**src/rtl/srx_pkg.sv**
```systemverilog
package srx_pkg;
  typedef enum logic [2:0] {
    ST_IDLE,
    ST_START,
    ST_DATA,
    ST_STOP,
    ST_HOLD,
    ST_BRKWAIT
  } rx_state_e;
endpackage

```
**src/rtl/srx_sync.sv**
```systemverilog
module srx_sync #(
  parameter int STAGES = 2
) (
  input  logic clk,
  input  logic rst_n,
  input  logic d,
  output logic q
);
  logic [STAGES-1:0] chain;

  generate
    if (STAGES == 1) begin : g_single
      always_ff @(posedge clk or negedge rst_n) begin
        if (!rst_n) chain <= '1;
        else        chain <= d;
      end
    end else begin : g_multi
      always_ff @(posedge clk or negedge rst_n) begin
        if (!rst_n) chain <= '1;
        else        chain <= {chain[STAGES-2:0], d};
      end
    end
  endgenerate

  assign q = chain[STAGES-1];
endmodule

```
**src/rtl/srx_vote.sv**
```systemverilog
module srx_vote #(
  parameter int CNT_W = 4,
  parameter int MID   = 8
) (
  input  logic             clk,
  input  logic             rst_n,
  input  logic             tick,
  input  logic             line,
  input  logic [CNT_W-1:0] ph,
  output logic             at_mid,
  output logic             vote
);
  logic early_a, early_b;

  always_ff @(posedge clk or negedge rst_n) begin
    if (!rst_n) begin
      early_a <= 1'b1;
      early_b <= 1'b1;
    end else if (tick) begin
      if (ph == CNT_W'(MID - 2)) early_a <= line;
      if (ph == CNT_W'(MID - 1)) early_b <= line;
    end
  end

  assign at_mid = tick && (ph == CNT_W'(MID));
  assign vote   = (early_a & early_b) | (early_a & line) | (early_b & line);
endmodule

```
**src/rtl/srx_ctrl.sv**
```systemverilog
module srx_ctrl
  import srx_pkg::*;
#(
  parameter int DATA_W   = 8,
  parameter int OVS      = 16,
  parameter int BRK_BITS = 11,
  localparam int CNT_W   = $clog2(OVS),
  localparam int IDX_W   = $clog2(DATA_W + 2),
  localparam int RUN_W   = $clog2(BRK_BITS + 1)
) (
  input  logic              clk,
  input  logic              rst_n,
  input  logic              tick,
  input  logic              line,
  input  logic              rx_en,
  input  logic              nine_bit,
  input  logic              late_sel,
  input  logic              at_mid,
  input  logic              vote,
  output logic [CNT_W-1:0]  ph,
  output logic              ev_load,
  output logic [DATA_W-1:0] ev_data,
  output logic              ev_bit9,
  output logic              ev_ferr,
  output logic              ev_brk
);
  localparam int LAST = OVS - 1;

  rx_state_e          st;
  logic [IDX_W-1:0]   bit_idx;
  logic [IDX_W-1:0]   last_idx;
  logic [DATA_W:0]    shreg;
  logic [DATA_W:0]    shnext;
  logic [RUN_W-1:0]   low_run;
  logic [RUN_W-1:0]   run_inc;
  logic [RUN_W-1:0]   run_n;
  logic [CNT_W-1:0]   ph_nx;
  logic               run_full;

  assign shnext   = {vote, shreg[DATA_W:1]};
  assign run_inc  = (low_run == RUN_W'(BRK_BITS)) ? low_run : low_run + 1'b1;
  assign run_n    = vote ? '0 : run_inc;
  assign run_full = (run_n >= RUN_W'(BRK_BITS));
  assign last_idx = nine_bit ? IDX_W'(DATA_W) : IDX_W'(DATA_W - 1);
  assign ph_nx    = (ph == CNT_W'(LAST)) ? '0 : ph + 1'b1;

  always_comb begin
    ev_load = 1'b0;
    ev_data = '0;
    ev_bit9 = 1'b0;
    ev_ferr = 1'b0;
    ev_brk  = 1'b0;
    if (rx_en && at_mid) begin
      case (st)
        ST_DATA: begin
          if (nine_bit && !late_sel && bit_idx == IDX_W'(DATA_W)) begin
            ev_load = 1'b1;
            ev_data = shnext[DATA_W-1:0];
            ev_bit9 = vote;
          end
        end
        ST_STOP: begin
          ev_ferr = !vote;
          ev_brk  = run_full;
          if (!nine_bit) begin
            ev_load = 1'b1;
            ev_data = shreg[DATA_W:1];
            ev_bit9 = vote;
          end else if (late_sel) begin
            ev_load = 1'b1;
            ev_data = shreg[DATA_W-1:0];
            ev_bit9 = shreg[DATA_W];
          end
        end
        ST_HOLD: ev_brk = run_full;
        default: ;
      endcase
    end
  end

  always_ff @(posedge clk or negedge rst_n) begin
    if (!rst_n) begin
      st      <= ST_IDLE;
      ph      <= '0;
      bit_idx <= '0;
      shreg   <= '0;
      low_run <= '0;
    end else if (!rx_en && st != ST_BRKWAIT) begin
      st <= ST_IDLE;
    end else if (tick) begin
      case (st)
        ST_IDLE: begin
          if (!line) begin
            st      <= ST_START;
            ph      <= '0;
            low_run <= '0;
          end
        end
        ST_START: begin
          ph <= ph_nx;
          if (at_mid) begin
            if (vote) st <= ST_IDLE;
            else      low_run <= RUN_W'(1);
          end
          if (ph == CNT_W'(LAST)) begin
            st      <= ST_DATA;
            bit_idx <= '0;
          end
        end
        ST_DATA: begin
          ph <= ph_nx;
          if (at_mid) begin
            shreg   <= shnext;
            low_run <= run_n;
          end
          if (ph == CNT_W'(LAST)) begin
            if (bit_idx == last_idx) st <= ST_STOP;
            else                     bit_idx <= bit_idx + 1'b1;
          end
        end
        ST_STOP, ST_HOLD: begin
          ph <= ph_nx;
          if (at_mid) begin
            low_run <= run_n;
            if (run_full)  st <= ST_BRKWAIT;
            else if (vote) st <= ST_IDLE;
            else           st <= ST_HOLD;
          end
        end
        ST_BRKWAIT: begin
          if (line) st <= ST_IDLE;
        end
        default: st <= ST_IDLE;
      endcase
    end
  end
endmodule

```
**src/rtl/srx_status.sv**
```systemverilog
module srx_status #(
  parameter int DATA_W = 8
) (
  input  logic              clk,
  input  logic              rst_n,
  input  logic              ev_load,
  input  logic [DATA_W-1:0] ev_data,
  input  logic              ev_bit9,
  input  logic              ev_ferr,
  input  logic              ev_brk,
  input  logic              clr_rx_flag,
  input  logic              clr_ferr,
  input  logic              clr_brk,
  output logic [DATA_W-1:0] rx_data,
  output logic              rb8,
  output logic              rx_flag,
  output logic              ferr,
  output logic              brk_det,
  output logic              brk_irq
);
  always_ff @(posedge clk or negedge rst_n) begin
    if (!rst_n) begin
      rx_data <= '0;
      rb8     <= 1'b0;
      rx_flag <= 1'b0;
      ferr    <= 1'b0;
      brk_det <= 1'b0;
      brk_irq <= 1'b0;
    end else begin
      if (ev_load) begin
        rx_data <= ev_data;
        rb8     <= ev_bit9;
      end
      if (ev_load)          rx_flag <= 1'b1;
      else if (clr_rx_flag) rx_flag <= 1'b0;
      if (ev_ferr || ev_brk) ferr <= 1'b1;
      else if (clr_ferr)     ferr <= 1'b0;
      if (ev_brk)       brk_det <= 1'b1;
      else if (clr_brk) brk_det <= 1'b0;
      brk_irq <= ev_brk;
    end
  end
endmodule

```
**src/rtl/serial_rx_engine.sv**
```systemverilog
module serial_rx_engine #(
  parameter int DATA_W      = 8,
  parameter int OVS         = 16,
  parameter int BRK_BITS    = 11,
  parameter int SYNC_STAGES = 2
) (
  input  logic              clk,
  input  logic              rst_n,
  input  logic              baud_tick,
  input  logic              rxd,
  input  logic              rx_en,
  input  logic              nine_bit,
  input  logic              late_sel,
  input  logic              clr_rx_flag,
  input  logic              clr_ferr,
  input  logic              clr_brk,
  output logic [DATA_W-1:0] rx_data,
  output logic              rb8,
  output logic              rx_flag,
  output logic              ferr,
  output logic              brk_det,
  output logic              brk_irq
);
  localparam int CNT_W = $clog2(OVS);
  localparam int MID   = OVS / 2;

  logic              line;
  logic              at_mid;
  logic              vote;
  logic [CNT_W-1:0]  ph;
  logic              ev_load;
  logic [DATA_W-1:0] ev_data;
  logic              ev_bit9;
  logic              ev_ferr;
  logic              ev_brk;

  srx_sync #(.STAGES(SYNC_STAGES)) u_sync (
    .clk(clk), .rst_n(rst_n), .d(rxd), .q(line)
  );

  srx_vote #(.CNT_W(CNT_W), .MID(MID)) u_vote (
    .clk(clk), .rst_n(rst_n), .tick(baud_tick), .line(line), .ph(ph),
    .at_mid(at_mid), .vote(vote)
  );

  srx_ctrl #(.DATA_W(DATA_W), .OVS(OVS), .BRK_BITS(BRK_BITS)) u_ctrl (
    .clk(clk), .rst_n(rst_n), .tick(baud_tick), .line(line), .rx_en(rx_en),
    .nine_bit(nine_bit), .late_sel(late_sel), .at_mid(at_mid), .vote(vote),
    .ph(ph), .ev_load(ev_load), .ev_data(ev_data), .ev_bit9(ev_bit9),
    .ev_ferr(ev_ferr), .ev_brk(ev_brk)
  );

  srx_status #(.DATA_W(DATA_W)) u_status (
    .clk(clk), .rst_n(rst_n), .ev_load(ev_load), .ev_data(ev_data),
    .ev_bit9(ev_bit9), .ev_ferr(ev_ferr), .ev_brk(ev_brk),
    .clr_rx_flag(clr_rx_flag), .clr_ferr(clr_ferr), .clr_brk(clr_brk),
    .rx_data(rx_data), .rb8(rb8), .rx_flag(rx_flag), .ferr(ferr),
    .brk_det(brk_det), .brk_irq(brk_irq)
  );
endmodule

```
**config.mk**
```make
export PLATFORM = sky130hd
export DESIGN_NAME = serial_rx_engine
export DESIGN_NICKNAME = d
export VERILOG_FILES = /design/src/rtl/srx_pkg.sv /design/src/rtl/srx_sync.sv /design/src/rtl/srx_vote.sv /design/src/rtl/srx_ctrl.sv /design/src/rtl/srx_status.sv /design/src/rtl/serial_rx_engine.sv
export SDC_FILE = /design/constraint.sdc
export NUM_CORES = 1
export LEC_CHECK = 0
export BUFFER_PORTS_ARGS = -buffer_cell sky130_fd_sc_hd__clkbuf_2
export CORE_ASPECT_RATIO = 0.6
export CORE_MARGIN = 4
export CORE_UTILIZATION = 41
export DETAILED_ROUTE_END_ITERATION = 10
export SLEW_MARGIN = 0
export SYNTH_ARGS = -nofsm -noshare
export SYNTH_HDL_FRONTEND = slang
export SYNTH_HIERARCHICAL = 1
export SYNTH_SLANG_ARGS = --single-unit
```
**constraint.sdc**
```tcl
create_clock -name clk -period 5.3 [get_ports clk]
set_input_delay 1.06 -clock clk [delete_from_list [all_inputs] [get_ports clk]]
set_output_delay 1.06 -clock clk [all_outputs]
set_load 0.1 [all_outputs]
```
==> metrics.csv, run 1 <==
metric;value;unit
syn_area;2370;sq um
dp_cells;327;
ios;23;
wl_per_cell;13.9;um
p_comb_frac;0.071;
required;5480;ps
yosys_warnings;6;
grt_pass1_wl;7670;um
core_area;5600;sq um
rsz0062_at_grt;no;
syn_nets;246;
vias;1772;
yosysSeqAreaShare;0.435;
tns;0;ps
dr.pass1.iters;4;
p_int;0.479;mW
clk_latency;290;ps
antenna_found_initial;0;
finalWorstSetupSlack;2610;ps
drive_gt1_frac;0.275;
drt.antenna.violating_nets;0;
worst_pin_slew;999;ps
critPathKind;primary input to flip-flop;
synth_edf_count;0;
drc;0;
p_sw;0.153;mW
drt_iter0_drc;75;
p_leak;1.19;nW
cts_tree;done;
wirelength;4670;um
nNetsFinal;268;
async_reset_ff_frac;1.00;
crit_end;u_status/rx_data[0]$_DFFE_PN0P_;
finalInstanceArea;2660;sq um
cts_setup_buffers;0;
r2r_setup_slack;2900;ps
drv_slew;0;
cts_max_level;2;
cts_root_buf;clkbuf_8;
r2r_cells;7;
grt_max_degree;42;
place_hpwl;3360;um
synth_top_cell_by_area;dfrtp_1;
netlist_instances;232;
cp-start-kind;primary input;
clkTransAtPathRegs;80;ps
fin_skew;6.98;ps
ys_ff_latch;41;
synthTopCellsByArea;dfrtp_1, mux2_4, mux2_2;
ys.flop_type;dfrtp_1;
maxCapViolCount;0;
p_seq_frac;0.522;
crit_arrival;2870;ps
syn2layout_area_growth;12.3;%
gr-total-overflow;0;
timing.final.crit_share;0.507;
p_per_area;237;nW/um^2
cp-end-kind;flip-flop;
max_freq;372;MHz
max_slew_margin;0.334;
portBuffers;22;
fin_crit;2690;ps
cp-startpoint;baud_tick;
multiInputGateArea;1260;sq um
rows;21;
power_frac_clock;0.407;
start_util;0.424;
place_area;2550;sq um
r2r_start;u_sync/chain[1]$_DFF_PN1_;
vdd_drop_max;110;uV
numClockSinks;41;
status;completed;
die_area;7100;sq um
yosys.area.top_type_share;0.391;
num-fill-cells;523;
track_usage;0.137;
ys_types;61;
reg2reg_to;u_ctrl/st[0]$_DFFE_PN0P_;
die_y;66.9;um
fp.dieW;106;um
synth_area_per_cell;10.2;sq um
finalSetupViolCount;0;
worstPathMaxFanout;10;
antenna_cells;0;
cts.repair.resized;0;
ctsHoldBuffers;0;
switching_share;0.242;
hold_violations;0;
clk_path_buf_depth;2;
final_cells;335;
seq_area;1030;sq um
finalPower;0.632;mW
post-place-ws;2310;ps
cts_buffers;5;
grt_pass1_vias;1498;
hold_path_class;flip-flop to flip-flop;
vias_per_cell;5.29;
routabilityCongestion;0.790;
-- metal layers --
layer | global-route usage | part of all wire | vias to the layer above
li1 | - | - | 886
met1 | 0.216 | 0.55 | 828
met2 | 0.177 | 0.38 | 53
met3 | 0.0358 | 0.065 | 5
met4 | 0.0339 | 0.0062 | 0
met5 | 0 | 0 | -
-- cells in the mapped netlist (4+ instances only) --
cell / number
ha_1: 4
inv_1: 9
dfrtp_1: 37
a21oi_1: 5
dfstp_2: 4
o21ai_0: 16
nand2b_1: 7
nand3_1: 4
a22oi_1: 9
mux2_2: 10
nor2_1: 30
a22o_1: 4
nand2_1: 17
mux2_4: 9
nor2b_1: 5
-- stage by stage --
step           utilization  hold slack, ps
2_1_floorplan            -             345
3_3_place_gp         0.455             347
3_5_place_dp         0.455             349
4_1_cts              0.476             360
5_1_grt              0.476             362
6_report             0.476             361
-- cell type report --
| class | instances | share of cell area |
|---|---|---|
| clock buffers | 5 | 0.0258 |
| clock inverters | 3 | 0.0174 |
| inverters | 9 | 0.0127 |
| multi-input cells | 173 | 0.472 |
| flip-flops and latches | 41 | 0.387 |
| well taps | 80 | 0.0376 |
| repair buffers | 24 | 0.0470 |
-- power by group through the flow --
stage	Clock (mW)	Combinational, mW	Sequential (mW)
after CTS	0.265	0.0455	0.329
after global routing	0.276	0.0516	0.331
after detailed placement	0	0.0454	0.335
after global placement	0	0.0450	0.336
after floorplan	0	0.0336	0.330
final	0.257	0.0450	0.330
-- cell usage in the layout, fill, tap and decap left out, types with 2 or more instances in the layout --
master | Yosys | routed
a21oi_1 | 5 | 5
a22oi_1 | 9 | 9
o21ai_0 | 16 | 16
nand2_1 | 17 | 17
clkbuf_2 | 0 | 22
o31ai_1 | 3 | 3
a22o_1 | 4 | 4
nand3_1 | 4 | 4
a21o_1 | 2 | 2
nor4_1 | 2 | 2
mux2_2 | 10 | 10
dfrtp_1 | 37 | 37
clkbuf_8 | 0 | 5
mux2_4 | 9 | 9
ha_1 | 4 | 4
nand4bb_1 | 2 | 2
nor4b_1 | 2 | 2
nand2b_1 | 7 | 7
nor2_1 | 30 | 30
mux2i_1 | 2 | 2
dfstp_2 | 4 | 4
and3_1 | 2 | 2
buf_4 | 1 | 2
mux2_1 | 3 | 3
nor2b_1 | 5 | 5
nand3b_1 | 3 | 3
inv_1 | 9 | 9
-- cells by family after synthesis --
| family | share of synthesized area |
|---|---|
| muxes | 0.127 |
| buffers and inverters | 0.0348 |
| DFF | 0.435 |
| AOI/OAI and AO/OA | 0.170 |
| and+or+nand+nor | 0.201 |
| xor gates and xnor gates | 0.00739 |
| adders and majority gates | 0.0253 |
-- how the worst min path moves through the flow --
stage                                          from                        end  slack [ps]  cells past startpoint
after floorplan           u_sync/chain[0]$_DFF_PN1_  u_sync/chain[1]$_DFF_PN1_         350                      0
after global placement    u_sync/chain[0]$_DFF_PN1_  u_sync/chain[1]$_DFF_PN1_         350                      0
after detailed placement  u_sync/chain[0]$_DFF_PN1_  u_sync/chain[1]$_DFF_PN1_         350                      0
after CTS                 u_sync/chain[0]$_DFF_PN1_  u_sync/chain[1]$_DFF_PN1_         360                      0
after global routing      u_sync/chain[0]$_DFF_PN1_  u_sync/chain[1]$_DFF_PN1_         360                      0
final                     u_sync/chain[0]$_DFF_PN1_  u_sync/chain[1]$_DFF_PN1_         360                      0
-- worst max-delay path, stage by stage --
cell	delay (ps)
clkbuf_2	140
nand2b_1	90
nor4b_1	260
buf_4	210
nand3_1	310
a21oi_1	230
buf_4	250
mux2_4	320
-- registers in the layout (all words and copies together) (netlist names) --
name,cells
u_status/brk_irq,1
u_status/ferr,1
u_status/rx_flag,1
u_ctrl/ph,4
u_vote/early_a,1
u_ctrl/bit_idx,4
u_ctrl/shreg,9
u_ctrl/st,3
u_sync/chain,2
u_status/rb8,1
u_vote/early_b,1
u_status/brk_det,1
u_status/rx_data,8
u_ctrl/low_run,4
(Power assumes the default switching activity.)
==> run 2, diff against run 1 <==
--- a/config.mk
+++ b/config.mk
@@ -5,6 +5,7 @@
 export SDC_FILE = /design/constraint.sdc
 export NUM_CORES = 1
 export LEC_CHECK = 0
+export ABC_AREA = 1
 export BUFFER_PORTS_ARGS = -buffer_cell sky130_fd_sc_hd__clkbuf_2
 export CORE_ASPECT_RATIO = 0.6
 export CORE_MARGIN = 4
==> constraint.sdc (replaced) <==
create_clock -name clk -period 2.35 [get_ports clk]
set_input_delay 0.47 -clock clk [delete_from_list [all_inputs] [get_ports clk]]
set_output_delay 0.47 -clock clk [all_outputs]
set_load 0.1 [all_outputs]
==> metrics.csv, run 2 <==
metric;value;unit;change
critical_path.max_stage_delay;410;ps;+90 ps
finalInstanceArea;2740;sq um;+2.9%
max_slew_margin;0.640;;+0.306
cts_tree;done;;
p_int;1.19;mW;+150%
finalSetupViolCount;0;;unchanged
critPathKind;flip-flop to flip-flop;;
cp-start-kind;flip-flop;;
ctsHoldBuffers;0;;unchanged
portBuffers;22;;unchanged
crit_arrival;2080;ps;-790 ps
p_per_area;564;nW/um^2;+140%
crit_top_cell;nand2_1;;
synthTopCellsByArea;dfrtp_1, nand2_1, inv_1;;
fin_skew;4.09;ps;-2.90 ps
ios;23;;unchanged
grt_pass1_vias;1820;;+21%
mostFrequentLayoutCells;nand2_1, inv_1, dfrtp_1;;
routabilityCongestion;0.844;;+6.9%
wl_per_cell;12.0;um;-14%
synth_top_cell_by_area;dfrtp_1;;
ys_ff_latch;41;;unchanged
regMostFlops;u_ctrl/shreg;;
post-place-ws;520;ps;-1780 ps
largest_reg_flops;9;;unchanged
grt_pass1_wl;8870;um;+16%
clkTransAtPathRegs;80;ps;about the same
drt_iter0_drc;146;;+95%
cts.repair.resized;0;;unchanged
crit_chain;maj3_2 > inv_1 > nand2_1 > nor2_1 > nand2_1 > nand2_1 > nand2_1 > nor2_1 > nor2_1 > nand2_1;;
gr-total-overflow;0;;unchanged
p_leak;1.32;nW;+11%
rsz0062_at_grt;no;;
yosysSeqAreaShare;0.428;;-0.00633
die_y;67.3;um;+0.65%
ys_types;30;;-51%
yosys_warnings;6;;unchanged
worstPathMaxFanout;6;;-4
finalWorstSetupSlack;496;ps;-2120 ps
place_hpwl;3930;um;+17%
fin_hold_ws;234;ps;-126 ps
cp-end-kind;flip-flop;;
synthTopCellsByCount;nand2_1, inv_1, dfrtp_1;;
netlist_instances;317;;+37%
layout_commonest_cell;nand2_1;;
syn_nets;331;;+35%
wirelength;5120;um;+9.5%
fin_crit;1850;ps;
power_frac_clock;0.432;;+0.025
hold_path_class;primary input to async pin;;
yosys.area.top_type_share;0.385;;-0.00569
finalPower;1.55;mW;+140%
cts_buffers;5;;unchanged
die_area;7200;sq um;+1.3%
slowest_stage;dfstp_2;;
cts_max_level;2;;unchanged
vdd_drop_max;311;uV;+180%
vias;2007;;+13%
maxCapViolCount;0;;unchanged
antenna_found_initial;0;;unchanged
p_sw;0.358;mW;+130%
yosysMostFrequentCell;nand2_1;;
worst_pin_slew;543;ps;-457 ps
clk_latency;290;ps;about the same
antenna_cells;0;;unchanged
reg.largest.list;u_ctrl/shreg x9, u_status/rx_data x8;;
track_usage;0.158;;+0.0214
cts_setup_buffers;0;;unchanged
hold_violations;0;;unchanged
place_area;2610;sq um;+2.3%
start_util;0.428;;+0.00425
nNetsFinal;359;;+34%
required;2580;ps;-2900 ps
cts_root_buf;clkbuf_8;;
vias_per_cell;4.71;;-11%
p_seq_frac;0.483;;-0.039
async_reset_ff_frac;1.00;;unchanged
timing.final.crit_share;0.789;;
max_freq;539;MHz;
r2r_setup_slack;500;ps;-2400 ps
synth_edf_count;0;;unchanged
tns;0;ps;unchanged
ys.flop_type;dfrtp_1;;
switching_share;0.232;;-0.0104
synth_area_per_cell;7.59;sq um;-26%
rows;21;;unchanged
status;completed;;
grt_max_degree;42;;unchanged
p_comb_frac;0.085;;+0.014
fp.dieW;107;um;+0.68%
dr.pass1.iters;4;;unchanged
drv_slew;0;;unchanged
clk_path_buf_depth;2;;unchanged
syn_area;2410;sq um;+1.5%
numClockSinks;41;;unchanged
drc;0;;unchanged
syn2layout_area_growth;13.8;%;
drt.antenna.violating_nets;0;;unchanged
core_area;5620;sq um;+0.47%
drive_gt1_frac;0.237;;-0.0375
run 2: cell types whose count changed in the layout (fill, tap and decap cells not counted), sizes merged, moves of 4 or more:
cell	delta
nand3	+21
nor2	+13
nor2b	-6
o21ai	+8
a22oi	-9
a22o	-4
nand2b	-8
o22ai	+7
mux2	-22
nand2	+84
inv	+38
run 2: metal layers:
layer,routed length (um),global-route usage,vias up
li1,-,-,1053
met1,2910,0.250,904
met2,1860,0.214,48
met3,326,0.0382,2
met4,17,0.0335,0
met5,0,0,-
run 2: area by class of cell:
cell class	instances	area, sq um
clock buffer	5	68.8
tap	80	100
inverter	48	181
clock inverter	3	65.1
timing repair buffer	25	133
fill	572	2880
sequential	41	1030
multi-input combinational	224	1160
run 2: path summary, 6_finish.rpt:
path | to | depth (start not counted) | start
max in group asynchronous | u_vote/early_a$_DFFE_PN1P_ | 2 | rst_n
worst max-delay path | u_status/ferr$_DFFE_PN0P_ | 10 | u_sync/chain[1]$_DFF_PN1_
worst max register to register | u_status/ferr$_DFFE_PN0P_ | 10 | u_sync/chain[1]$_DFF_PN1_
worst min register to register | u_sync/chain[1]$_DFF_PN1_ | 0 | u_sync/chain[0]$_DFF_PN1_
min in group clk | u_sync/chain[0]$_DFF_PN1_ | 1 | rxd
worst min-delay path | u_ctrl/st[2]$_DFFE_PN0P_ | 2 | rst_n
run 2: critical path, delay by kind of cell, from the launching register on:
kind                       cells  cell delay (ps)
DFF                            1              410
and+or+nand+nor                8              820
buffers and inverters          1              200
adders and majority gates      1              370
run 2: kinds of logic (layout without fill, tap and decap cells):
family / after synthesis / count (layout) / share of synthesized area
buffers and inverters: 52 / 81 / 0.0894
XOR/XNOR: 3 / 3 / 0.0109
AND/OR/NAND/NOR: 179 / 179 / 0.348
AO/OA/AOI/OAI: 37 / 37 / 0.0978
adder cells (fa/ha/maj): 5 / 5 / 0.0255
flip-flops: 41 / 41 / 0.428
run 2: through the flow:
step,std cells,utilization
after floorplan,317,-
after global routing,426,0.487
final,426,0.487
after detailed placement,418,0.463
after CTS,426,0.487
after global placement,418,0.463
run 2: power groups by stage:
stage	Sequential (mW)	Combinational [mW]	Clock, mW
global route	0.750	0.151	0.733
CTS	0.746	0.132	0.689
finish	0.746	0.132	0.668
floorplan	0.750	0.0945	0
global placement	0.760	0.130	0
detailed placement	0.759	0.132	0
